`src/rtl/vctl_pkg.sv`:
```
package vctl_pkg;
    localparam int NREG = 8;
    localparam int BYTE_W = 8;
    localparam int CNT_W = $clog2(BYTE_W + 1);
    localparam logic [BYTE_W-1:0] DEV_WR_BYTE = 8'hDC;

    typedef enum logic [2:0] {
        ST_IDLE, ST_ADDR, ST_SUB, ST_DATA, ST_ACK, ST_HOLD
    } bus_st_e;

    typedef struct packed {
        bus_st_e            st;
        bus_st_e            after;
        logic [BYTE_W-1:0]  sh;
        logic [CNT_W-1:0]   cnt;
        logic [BYTE_W-1:0]  sub;
        logic               oe;
        logic               scl_p;
        logic               sda_p;
        logic               wr_en;
        logic [BYTE_W-1:0]  wr_addr;
        logic [BYTE_W-1:0]  wr_data;
    } fsm_t;

    function automatic logic [BYTE_W-1:0] reg_reset(input int idx);
        if (idx <= 5)      return 8'hB4;
        else if (idx <= 7) return 8'h08;
        else               return 8'h04;
    endfunction

    function automatic logic [BYTE_W-1:0] reg_mask(input int idx);
        return (idx == 6 || idx == 7) ? 8'h0F : 8'hFF;
    endfunction
endpackage

```
`src/rtl/vctl_sync.sv`:
```
module vctl_sync #(
    parameter int WIDTH  = 2,
    parameter int STAGES = 2
) (
    input  logic             clk,
    input  logic             rst_n,
    input  logic [WIDTH-1:0] async_i,
    output logic [WIDTH-1:0] sync_o
);
    logic [WIDTH-1:0] stg_d [STAGES];
    logic [WIDTH-1:0] stg_q [STAGES];

    always_comb begin
        stg_d[0] = async_i;
        for (int s = 1; s < STAGES; s++) stg_d[s] = stg_q[s-1];
    end

    always_ff @(posedge clk or negedge rst_n) begin
        if (!rst_n) begin
            for (int s = 0; s < STAGES; s++) stg_q[s] <= '1;
        end else begin
            for (int s = 0; s < STAGES; s++) stg_q[s] <= stg_d[s];
        end
    end

    assign sync_o = stg_q[STAGES-1];
endmodule

```
`src/rtl/vctl_bus_fsm.sv`:
```
module vctl_bus_fsm
    import vctl_pkg::*;
(
    input  logic              clk,
    input  logic              rst_n,
    input  logic              scl_s,
    input  logic              sda_s,
    output logic              sda_oe_o,
    output logic              wr_en_o,
    output logic [BYTE_W-1:0] wr_addr_o,
    output logic [BYTE_W-1:0] wr_data_o
);
    fsm_t q, n;
    logic scl_rise, scl_fall, start_w, stop_w;

    always_comb begin
        scl_rise = scl_s & ~q.scl_p;
        scl_fall = ~scl_s & q.scl_p;
        start_w  = scl_s & q.scl_p & q.sda_p & ~sda_s;
        stop_w   = scl_s & q.scl_p & ~q.sda_p & sda_s;

        n       = q;
        n.scl_p = scl_s;
        n.sda_p = sda_s;
        n.wr_en = 1'b0;

        if (start_w) begin
            n.st  = ST_ADDR;
            n.cnt = '0;
            n.sh  = '0;
            n.oe  = 1'b0;
        end else if (stop_w) begin
            n.st = ST_IDLE;
            n.oe = 1'b0;
        end else begin
            case (q.st)
                ST_ADDR, ST_SUB, ST_DATA: begin
                    if (scl_rise && q.cnt < CNT_W'(BYTE_W)) begin
                        n.sh  = {q.sh[BYTE_W-2:0], sda_s};
                        n.cnt = q.cnt + 1'b1;
                    end else if (scl_fall && q.cnt == CNT_W'(BYTE_W)) begin
                        n.cnt = '0;
                        if (q.st == ST_ADDR) begin
                            if (q.sh == DEV_WR_BYTE) begin
                                n.oe    = 1'b1;
                                n.st    = ST_ACK;
                                n.after = ST_SUB;
                            end else begin
                                n.st = ST_HOLD;
                            end
                        end else if (q.st == ST_SUB) begin
                            n.sub   = q.sh;
                            n.oe    = 1'b1;
                            n.st    = ST_ACK;
                            n.after = ST_DATA;
                        end else begin
                            n.oe    = 1'b1;
                            n.st    = ST_ACK;
                            n.after = ST_HOLD;
                            if (q.sub != '0 && q.sub <= BYTE_W'(NREG)) begin
                                n.wr_en   = 1'b1;
                                n.wr_addr = q.sub;
                                n.wr_data = q.sh;
                            end
                        end
                    end
                end
                ST_ACK: begin
                    if (scl_fall) begin
                        n.oe  = 1'b0;
                        n.st  = q.after;
                        n.cnt = '0;
                    end
                end
                default: ;
            endcase
        end
    end

    always_ff @(posedge clk or negedge rst_n) begin
        if (!rst_n) begin
            q <= '{st: ST_IDLE, after: ST_IDLE, sh: '0, cnt: '0, sub: '0,
                   oe: 1'b0, scl_p: 1'b1, sda_p: 1'b1, wr_en: 1'b0,
                   wr_addr: '0, wr_data: '0};
        end else begin
            q <= n;
        end
    end

    assign sda_oe_o  = q.oe;
    assign wr_en_o   = q.wr_en;
    assign wr_addr_o = q.wr_addr;
    assign wr_data_o = q.wr_data;

    AST_ACK_RISE_SCL_LOW: assert property (@(posedge clk) disable iff (!rst_n)
        $rose(q.oe) |-> !scl_s);
    AST_WRITE_WITH_ACK: assert property (@(posedge clk) disable iff (!rst_n)
        q.wr_en |-> (q.oe && q.st == ST_ACK));
    AST_START_RESTARTS: assert property (@(posedge clk) disable iff (!rst_n)
        $past(start_w) |-> (q.st == ST_ADDR && q.cnt == '0 && !q.oe));
    AST_STOP_IDLES: assert property (@(posedge clk) disable iff (!rst_n)
        $past(stop_w) |-> (q.st == ST_IDLE && !q.oe));
    AST_HOLD_SILENT: assert property (@(posedge clk) disable iff (!rst_n)
        (q.st == ST_HOLD) |-> (!q.oe && !q.wr_en));
endmodule

```
`src/rtl/vctl_regfile.sv`:
```
module vctl_regfile
    import vctl_pkg::*;
(
    input  logic                         clk,
    input  logic                         rst_n,
    input  logic                         wr_en_i,
    input  logic [BYTE_W-1:0]            wr_addr_i,
    input  logic [BYTE_W-1:0]            wr_data_i,
    output logic [NREG-1:0][BYTE_W-1:0]  regs_o
);
    logic [NREG-1:0][BYTE_W-1:0] regs_d, regs_q;

    always_comb begin
        regs_d = regs_q;
        for (int i = 0; i < NREG; i++) begin
            if (wr_en_i && wr_addr_i == BYTE_W'(i + 1))
                regs_d[i] = wr_data_i & reg_mask(i + 1);
        end
    end

    always_ff @(posedge clk or negedge rst_n) begin
        if (!rst_n) begin
            for (int i = 0; i < NREG; i++) regs_q[i] <= reg_reset(i + 1);
        end else begin
            regs_q <= regs_d;
        end
    end

    assign regs_o = regs_q;

    for (genvar g = 0; g < NREG; g++) begin : g_chk
        AST_REG_HELD: assert property (@(posedge clk) disable iff (!rst_n)
            !(wr_en_i && wr_addr_i == BYTE_W'(g + 1)) |=> $stable(regs_q[g]));
    end
endmodule

```
`src/rtl/vctl_i2c_regs.sv`:
```
module vctl_i2c_regs
    import vctl_pkg::*;
(
    input  logic       clk,
    input  logic       rst_n,
    input  logic       scl_i,
    input  logic       sda_i,
    output logic       sda_oe_o,
    output logic [7:0] contrast_o,
    output logic [7:0] brightness_o,
    output logic [7:0] drive1_o,
    output logic [7:0] drive2_o,
    output logic [7:0] drive3_o,
    output logic [3:0] dc_level_o,
    output logic [3:0] osd_gain_o,
    output logic [7:0] misc_o
);
    logic [1:0]                  bus_s;
    logic                        wr_en;
    logic [BYTE_W-1:0]           wr_addr, wr_data;
    logic [NREG-1:0][BYTE_W-1:0] regs;

    vctl_sync #(.WIDTH(2), .STAGES(2)) u_sync (
        .clk(clk), .rst_n(rst_n), .async_i({scl_i, sda_i}), .sync_o(bus_s)
    );

    vctl_bus_fsm u_fsm (
        .clk(clk), .rst_n(rst_n), .scl_s(bus_s[1]), .sda_s(bus_s[0]),
        .sda_oe_o(sda_oe_o), .wr_en_o(wr_en), .wr_addr_o(wr_addr),
        .wr_data_o(wr_data)
    );

    vctl_regfile u_regs (
        .clk(clk), .rst_n(rst_n), .wr_en_i(wr_en), .wr_addr_i(wr_addr),
        .wr_data_i(wr_data), .regs_o(regs)
    );

    assign contrast_o   = regs[0];
    assign brightness_o = regs[1];
    assign drive1_o     = regs[2];
    assign drive2_o     = regs[3];
    assign drive3_o     = regs[4];
    assign dc_level_o   = regs[5][3:0];
    assign osd_gain_o   = regs[6][3:0];
    assign misc_o       = regs[7];

    AST_NIBBLE_UPPER_ZERO: assert property (@(posedge clk) disable iff (!rst_n)
        (regs[5][7:4] == 4'h0 && regs[6][7:4] == 4'h0));
endmodule

```
`config.mk`:
```
export PLATFORM = sky130hd
export DESIGN_NAME = vctl_i2c_regs
export DESIGN_NICKNAME = d
export VERILOG_FILES = /design/src/rtl/vctl_pkg.sv /design/src/rtl/vctl_sync.sv /design/src/rtl/vctl_bus_fsm.sv /design/src/rtl/vctl_regfile.sv /design/src/rtl/vctl_i2c_regs.sv
export SDC_FILE = /design/constraint.sdc
export NUM_CORES = 1
export LEC_CHECK = 0
export BUFFER_PORTS_ARGS = -buffer_cell sky130_fd_sc_hd__clkbuf_2
export CAP_MARGIN = 10
export CELL_PAD_IN_SITES_DETAIL_PLACEMENT = 0
export CELL_PAD_IN_SITES_GLOBAL_PLACEMENT = 1
export CORE_AREA = 5 5 110 112
export DETAILED_ROUTE_END_ITERATION = 10
export DIE_AREA = 0 0 115 117
export GPL_TIMING_DRIVEN = 0
export PLACE_DENSITY_LB_ADDON = 0.1
export SYNTH_ARGS = -nofsm -noshare
export SYNTH_HDL_FRONTEND = slang
export SYNTH_SLANG_ARGS = --single-unit
```
`constraint.sdc`:
```
create_clock -name clk -period 2.6 [get_ports clk]
set_input_delay 0.13 -clock clk [delete_from_list [all_inputs] [get_ports clk]]
set_output_delay 0.13 -clock clk [all_outputs]
set_load 0.005 [all_outputs]
```
==> results.py, run 1 <==
metrics = {
    "critical_path": {
        "r2r_slack_ns": 0.17,
        "reg2reg_from": "u_fsm.wr_addr_o[5]",
        "reg2reg_depth": 5,
        "cp-end-kind": "flop",
        "crit_path_start_kind": "flop",
        "critPathKind": "flop to flop",
        "path_max_fanout": 8,
        "crit_path_start": "u_fsm.wr_addr_o[5]",
        "arrival_ns": 2.66,
        "worst_ep_required_time_ns": 2.83,
        "r2r_end": "u_regs.regs_o[1]",
    },
    "pwr": {
        "p_per_area_nw_per_um2": 644,
        "p_sw_share_pct": 22.0,
        "intPower_uw": 2570,
        "leakage_uw": 0.00251,
        "clkPwrFrac_pct": 41.8,
        "peakVddDrop_uv": 285,
        "p_switching_uw": 725,
        "p_comb_share_pct": 4.6,
        "seqPwrFrac_pct": 53.6,
    },
    "die": {
        "die_x_um": 115,
        "top_level_ports": 61,
        "die_y_um": 117,
        "core_area_um2": 11100,
        "placementRows": 39,
        "die_area_um2": 13500,
        "start_util_pct": 38.4,
    },
    "logic_synthesis": {
        "synth-main-ff-cell": "dfrtp_1",
        "synth_edf_count": 0,
        "synth_most_common_cell": "dfrtp_1",
        "synth-seq-cells": 106,
        "synthTopCellsByCount": "dfrtp_1 (77), mux2_2 (71), dfstp_2 (29)",
        "synthTopCellsByArea": "dfrtp_1 (45%), mux2_2 (19%), dfstp_2 (18%)",
        "async_flop_share_pct": 100,
        "synth_top_cell_by_area": "dfrtp_1",
        "synthCells": 286,
        "synth.top_cell.area_share_pct": 45.1,
        "ys_warn_count": 0,
        "synth_cell_types": 50,
        "synth_fp_nets": 292,
        "synthesis.area_um2": 4270,
        "seq_area_frac_synth_pct": 63.0,
        "syn_avg_cell_area_um2": 14.9,
    },
    "grt": {
        "grt_pass1_vias": 2567,
        "grt_max_degree": 107,
        "gr-total-overflow": 0,
        "grt_pass1_wl_um": 13800,
        "grt_antenna_before_repair": 0,
        "grt_util_all_layers_pct": 13.2,
    },
    "sta": {
        "clock_skew_ns": 0.00776,
        "hold_viol": 0,
        "post-route-period-util_pct": 93.6,
        "drv_slew": 0,
        "tightest_slew_ns": 0.843,
        "fin_crit_ns": 2.43,
        "timing.slew.headroom_pct": 43.8,
        "maxClockFrequency_mhz": 411,
        "final.setup.worst_slack_ns": 0.167,
        "hold-worst-slack_ns": 0.357,
        "setup_viol": 0,
        "rsz0062_at_grt": "false",
    },
    "run_status": {
        "status": "complete, no violations",
    },
    "placement": {
        "dpl_cell_area_um2": 4760,
        "io_buffer_count": 60,
        "gp_congestion": 0.747,
        "hpwlAfterDp_um": 5820,
        "pre_cts_ws_ns": -0.0576,
    },
    "min_path": {
        "worstHoldStart": "u_sync.stg_d[1]",
        "hold_path_depth": 0,
        "hold_path.class": "flop to flop",
        "whs_endpoint": "u_sync.sync_o[1]",
    },
    "job": {
        "drv_cap": 0,
    },
    "routing": {
        "drt_iter0_markers": 88,
        "drc": 0,
        "via_per_inst": 5.00,
        "ant_nets": 0,
        "drt_pass1_iterations": 4,
        "wl_per_cell_um": 16.5,
        "vias": 2543,
        "wirelength_um": 8400,
    },
    "layout": {
        "insertedDiodeCount": 0,
        "layout.nets": 367,
        "area_growth_pct": 19.7,
        "final_core_utilization_pct": 45.9,
        "final_area_um2": 5110,
        "fillers": 1022,
        "multiInputGateArea_um2": 1530,
        "seqCellArea_um2": 2690,
        "drive_above_1_share_pct": 53.6,
    },
    "cts": {
        "clk_latency_ns": 0.34,
        "cts_tree": "built",
        "numCtsBuffers": 9,
        "cts_max_path_buffers": 2,
        "clock-sinks": 106,
        "htreeDepth": 3,
        "clk_pin_slew_ns": 0.07,
        "cts_root_buf": "clkbuf_16",
    },
}
==> cell families (layout without fill, tap and decap cells) <==
logic type      count (synthesis)  in the layout  share of synthesized area, %
compound gates                 26             26                          4.51
xor+xnor                        3              3                         0.616
fa+ha+maj                       2              2                         0.586
buf+inv                        13             93                          1.35
flops                         106            106                          63.0
mux                            80             80                          21.8
simple gates                   56             56                          8.18
==> repair_timing <==
action / in CTS / in global routing
gates cloned: 0 / 0
setup buffers: 1 / 0
endpoints found under the hold margin: 79 / 0
resized for setup: 0 / 1
pin swaps: 1 / 0
endpoints found under the setup margin: 7 / 9
hold buffers: 3 / 0
==> cells in the final DEF, fill, tap and decap left out, types with 2 or more instances in the layout <==
cell type and instances:
xnor2_1 2, mux2_4 8, and2_1 4, nor2_1 8
nand2_1 8, a21oi_1 4, clkbuf_2 59, nand3_1 5
dlygate4sd3_1 3, mux2_2 71, nor2b_1 3, nor3_1 2
dfrtp_1 77, dfstp_2 29, o21ai_0 3, nor4_1 2
clkbuf_1 6, clkbuf_8 3, inv_1 6, nand4_1 2
clkbuf_16 9, and3_1 3, a31oi_1 3, nor3b_1 2
ha_1 2, a22o_1 7, nor2_2 2
==> worst max-delay path: stages, from the launching register on <==
cell	delay [ns]
dfrtp_1	0.38
or4_4	0.56
or3_2	0.41
buf_2	0.16
nor3_4	0.42
mux2_2	0.39
==> power by group through the flow <==
stage / Sequential [uW] / Clock [uW] / Combinational (uW)
3_5_place_dp: 1790 / 0 / 153
2_1_floorplan: 1770 / 0 / 96.3
3_3_place_gp: 1790 / 0 / 150
6_report: 1760 / 1380 / 153
4_1_cts: 1760 / 1420 / 157
5_1_grt: 1770 / 1500 / 176
==> per-layer routing <==
layer / GRT usage, % / vias to the layer above / wire length (um)
met1: 18.4 / 1282 / 4030
met2: 19.7 / 57 / 3750
met3: 3.08 / 11 / 470
li1: - / 1193 / -
met5: 0 / - / 0
met4: 5.87 / 0 / 147
==> flip-flops by register name (all words and copies together), names as in the netlist <==
signal / count
u_regs.regs_o: 56
u_fsm.q: 28
u_fsm.wr_addr_o: 8
u_fsm.wr_data_o: 8
u_sync.stg_d: 2
u_sync.sync_o: 2
u_fsm.sda_oe_o: 1
u_fsm.wr_en_o: 1
==> how the worst max path moves through the flow <==
stage	cells past startpoint	to	slack (ns)
final	5	u_regs.regs_o[1]	0.17
after global routing	5	u_regs.regs_o[3]	0.04
after CTS	5	u_regs.regs_o[0]	0.14
after detailed placement	7	u_fsm.wr_data_o[4]	-0.06
after global placement	1	u_fsm.q[42]	-0.05
after floorplan	5	u_regs.regs_o[0]	0.40
==> per-stage QoR <==
stage               std cells  power [uW]  TNS (ns)
floorplan                 286        1870         0
global placement          489        1940     -3.36
detailed placement        489        1940    -0.332
CTS                       509        3340         0
global route              509        3450         0
finish                    509        3290         0
==> cell type report <==
class | instances | share of cell area [%]
Sequential cell | 106 | 52.6
Multi-Input combinational cell | 167 | 29.9
Timing Repair Buffer | 64 | 6.78
Clock buffer | 12 | 5.02
Tap cell | 143 | 3.50
Clock inverter | 4 | 1.00
Buffer | 7 | 0.686
Inverter | 6 | 0.441
(Power assumes the default switching activity.)
==> run 2, diff against run 1 <==
--- a/config.mk
+++ b/config.mk
@@ -10,6 +10,8 @@
 export CELL_PAD_IN_SITES_DETAIL_PLACEMENT = 0
 export CELL_PAD_IN_SITES_GLOBAL_PLACEMENT = 1
 export CORE_AREA = 5 5 110 112
+export CTS_BUF_LIST = sky130_fd_sc_hd__clkbuf_4
+export CTS_CLUSTER_DIAMETER = 50
 export DETAILED_ROUTE_END_ITERATION = 10
 export DIE_AREA = 0 0 115 117
 export GPL_TIMING_DRIVEN = 0
==> results.py, run 2 (synthesized netlist as in run 1, its figures left out) <==
metrics = {
    "critical_path": {
        "cp_cell_sequence": "or4_4, or3_2, buf_2, nor3_4, mux2_2",
        "cp-end-kind": "flop",
        "worst_ep_required_time_ns": 2.94,
        "cpPeakStageDelay_ns": 0.56,
        "crit_path_start_kind": "flop",
        "arrival_ns": 2.80,
        "cp_top_family": "simple AND/OR/NAND/NOR gates",
        "path_max_fanout": 8,
        "cp_num_buf_inv": 1,
        "cpMaxStageDelayCell": "or4_4",
        "critPathKind": "flop to flop",
    },
    "routing": {
        "wl_per_cell_um": 16.6,
        "ant_nets": 0,
        "vias": 2559,
        "wirelength_um": 8440,
        "drc": 0,
        "via_per_inst": 5.03,
        "drt_iter0_markers": 103,
        "drt_pass1_iterations": 6,
    },
    "sta": {
        "timing.slew.headroom_pct": 42.6,
        "clock_skew_ns": 0.0215,
        "fin_tns_setup_ns": 0,
        "drv_slew": 0,
        "maxClockFrequency_mhz": 407,
        "rsz0062_at_grt": "false",
        "post-route-period-util_pct": 94.6,
        "hold_viol": 0,
        "fin_crit_ns": 2.46,
        "tightest_slew_ns": 0.861,
        "setup_viol": 0,
    },
    "placement": {
        "io_buffer_count": 60,
        "gp_congestion": 0.747,
        "hpwlAfterDp_um": 5820,
        "dpl_cell_area_um2": 4760,
    },
    "layout": {
        "final_area_um2": 4930,
        "insertedDiodeCount": 0,
        "seqCellArea_um2": 2690,
        "largest_reg_flops": 56,
        "area_growth_pct": 15.6,
        "multiInputGateArea_um2": 1530,
        "final_common_cell": "dfrtp_1",
        "fillers": 1041,
        "final_cell_mix": "dfrtp_1 (77), mux2_2 (71), clkbuf_2 (59)",
        "drive_above_1_share_pct": 53.3,
        "layout.nets": 367,
    },
    "cts": {
        "clock-sinks": 106,
        "htreeDepth": 3,
        "cts_tree": "built",
        "numCtsBuffers": 9,
        "cts_max_path_buffers": 2,
        "cts_root_buf": "clkbuf_4",
        "clk_pin_slew_ns": 0.16,
        "clk_latency_ns": 0.45,
    },
    "min_path": {
        "hold_path.class": "input port to asynchronous set/reset pin",
    },
    "die": {
        "placementRows": 39,
        "start_util_pct": 38.4,
        "die_y_um": 117,
        "top_level_ports": 61,
        "core_area_um2": 11100,
        "die_area_um2": 13500,
        "die_x_um": 115,
    },
    "grt": {
        "grt_pass1_vias": 2557,
        "grt_max_degree": 107,
        "grt_util_all_layers_pct": 13.1,
        "grt_pass1_wl_um": 13800,
        "gr-total-overflow": 0,
        "grt_antenna_before_repair": 0,
    },
    "pwr": {
        "peakVddDrop_uv": 225,
        "p_per_area_nw_per_um2": 555,
        "leakage_uw": 0.00244,
    },
    "run_status": {
        "status": "complete, no violations",
    },
    "job": {
        "drv_cap": 0,
    },
}
run 2: changes by cell type in the layout (fill, tap and decap cells not counted):
| cell | delta |
|---|---|
| clkbuf_1 | -1 |
| clkbuf_16 | -9 |
| clkbuf_4 | +10 |
| clkbuf_8 | -2 |
| clkinv_1 | +2 |
run 2: final cells by class:
cell class                 instances  share of cell area [%]
sequential                       106                    54.5
multi-input combinational        167                    31.0
timing repair buffer              64                    7.02
tap                              143                    3.63
clock buffer                      10                    1.52
clock inverter                     6                    1.19
buffer                             7                   0.710
inverter                           6                   0.456
run 2: final timing paths:
check / startpoint / endpoint / slack (ns) / cells after the start
worst max-delay path: u_fsm.wr_addr_o[5] / u_regs.regs_o[1] / 0.14 / 5
worst min-delay path: rst_n / u_regs.regs_o[27] / 0.27 / 2
worst max register to register: u_fsm.wr_addr_o[5] / u_regs.regs_o[1] / 0.14 / 5
worst min register to register: u_sync.stg_d[1] / u_sync.sync_o[1] / 0.37 / 0
max in group asynchronous: rst_n / u_regs.regs_o[49] / 1.66 / 2
min in group clk: sda_i / u_sync.stg_d[0] / 0.29 / 2
run 2: metrics by stage:
step / hold WS, ns / power (uW) / util [%] / std cells / setup slack, ns
6_report: 0.266 / 2740 / 44.4 / 509 / 0.141
5_1_grt: 0.243 / 2890 / 44.4 / 509 / 0.0286
4_1_cts: 0.256 / 2770 / 44.3 / 509 / 0.125
3_5_place_dp: 0.220 / 1940 / 42.8 / 489 / -0.0576
3_3_place_gp: 0.220 / 1940 / 42.7 / 489 / -0.0457
2_1_floorplan: -0.166 / 1870 / - / 286 / 0.397
run 2: report_power, final:
part           switching [uW]  internal, uW  leakage [uW]
Sequential               60.6          1700       0.00137
Clock                     524           299     0.0000715
Combinational            88.4          64.4      0.000997
run 2: timing repair:
action                                  in CTS  in global routing
gates resized for setup                      0                  1
setup buffers                                1                  0
endpoints found under the setup margin       9                  9
pin swaps                                    1                  0
hold buffers                                 3                  0
hold endpoints to repair                    79                  0
run 2: worst register-to-register path: cells and delay by family, from the launching register on:
| kind | cells | cell delay, ns |
|---|---|---|
| and+or+nand+nor | 3 | 1.39 |
| DFF | 1 | 0.41 |
| muxes | 1 | 0.40 |
| buffers and inverters | 1 | 0.16 |
run 2: layer usage:
metal	vias to the layer above	track usage, %	part of all wire, %
li1	1194	-	-
met1	1297	18.5	48
met2	56	19.6	45
met3	12	3.08	5.7
met4	0	5.16	1.8
met5	-	0	0
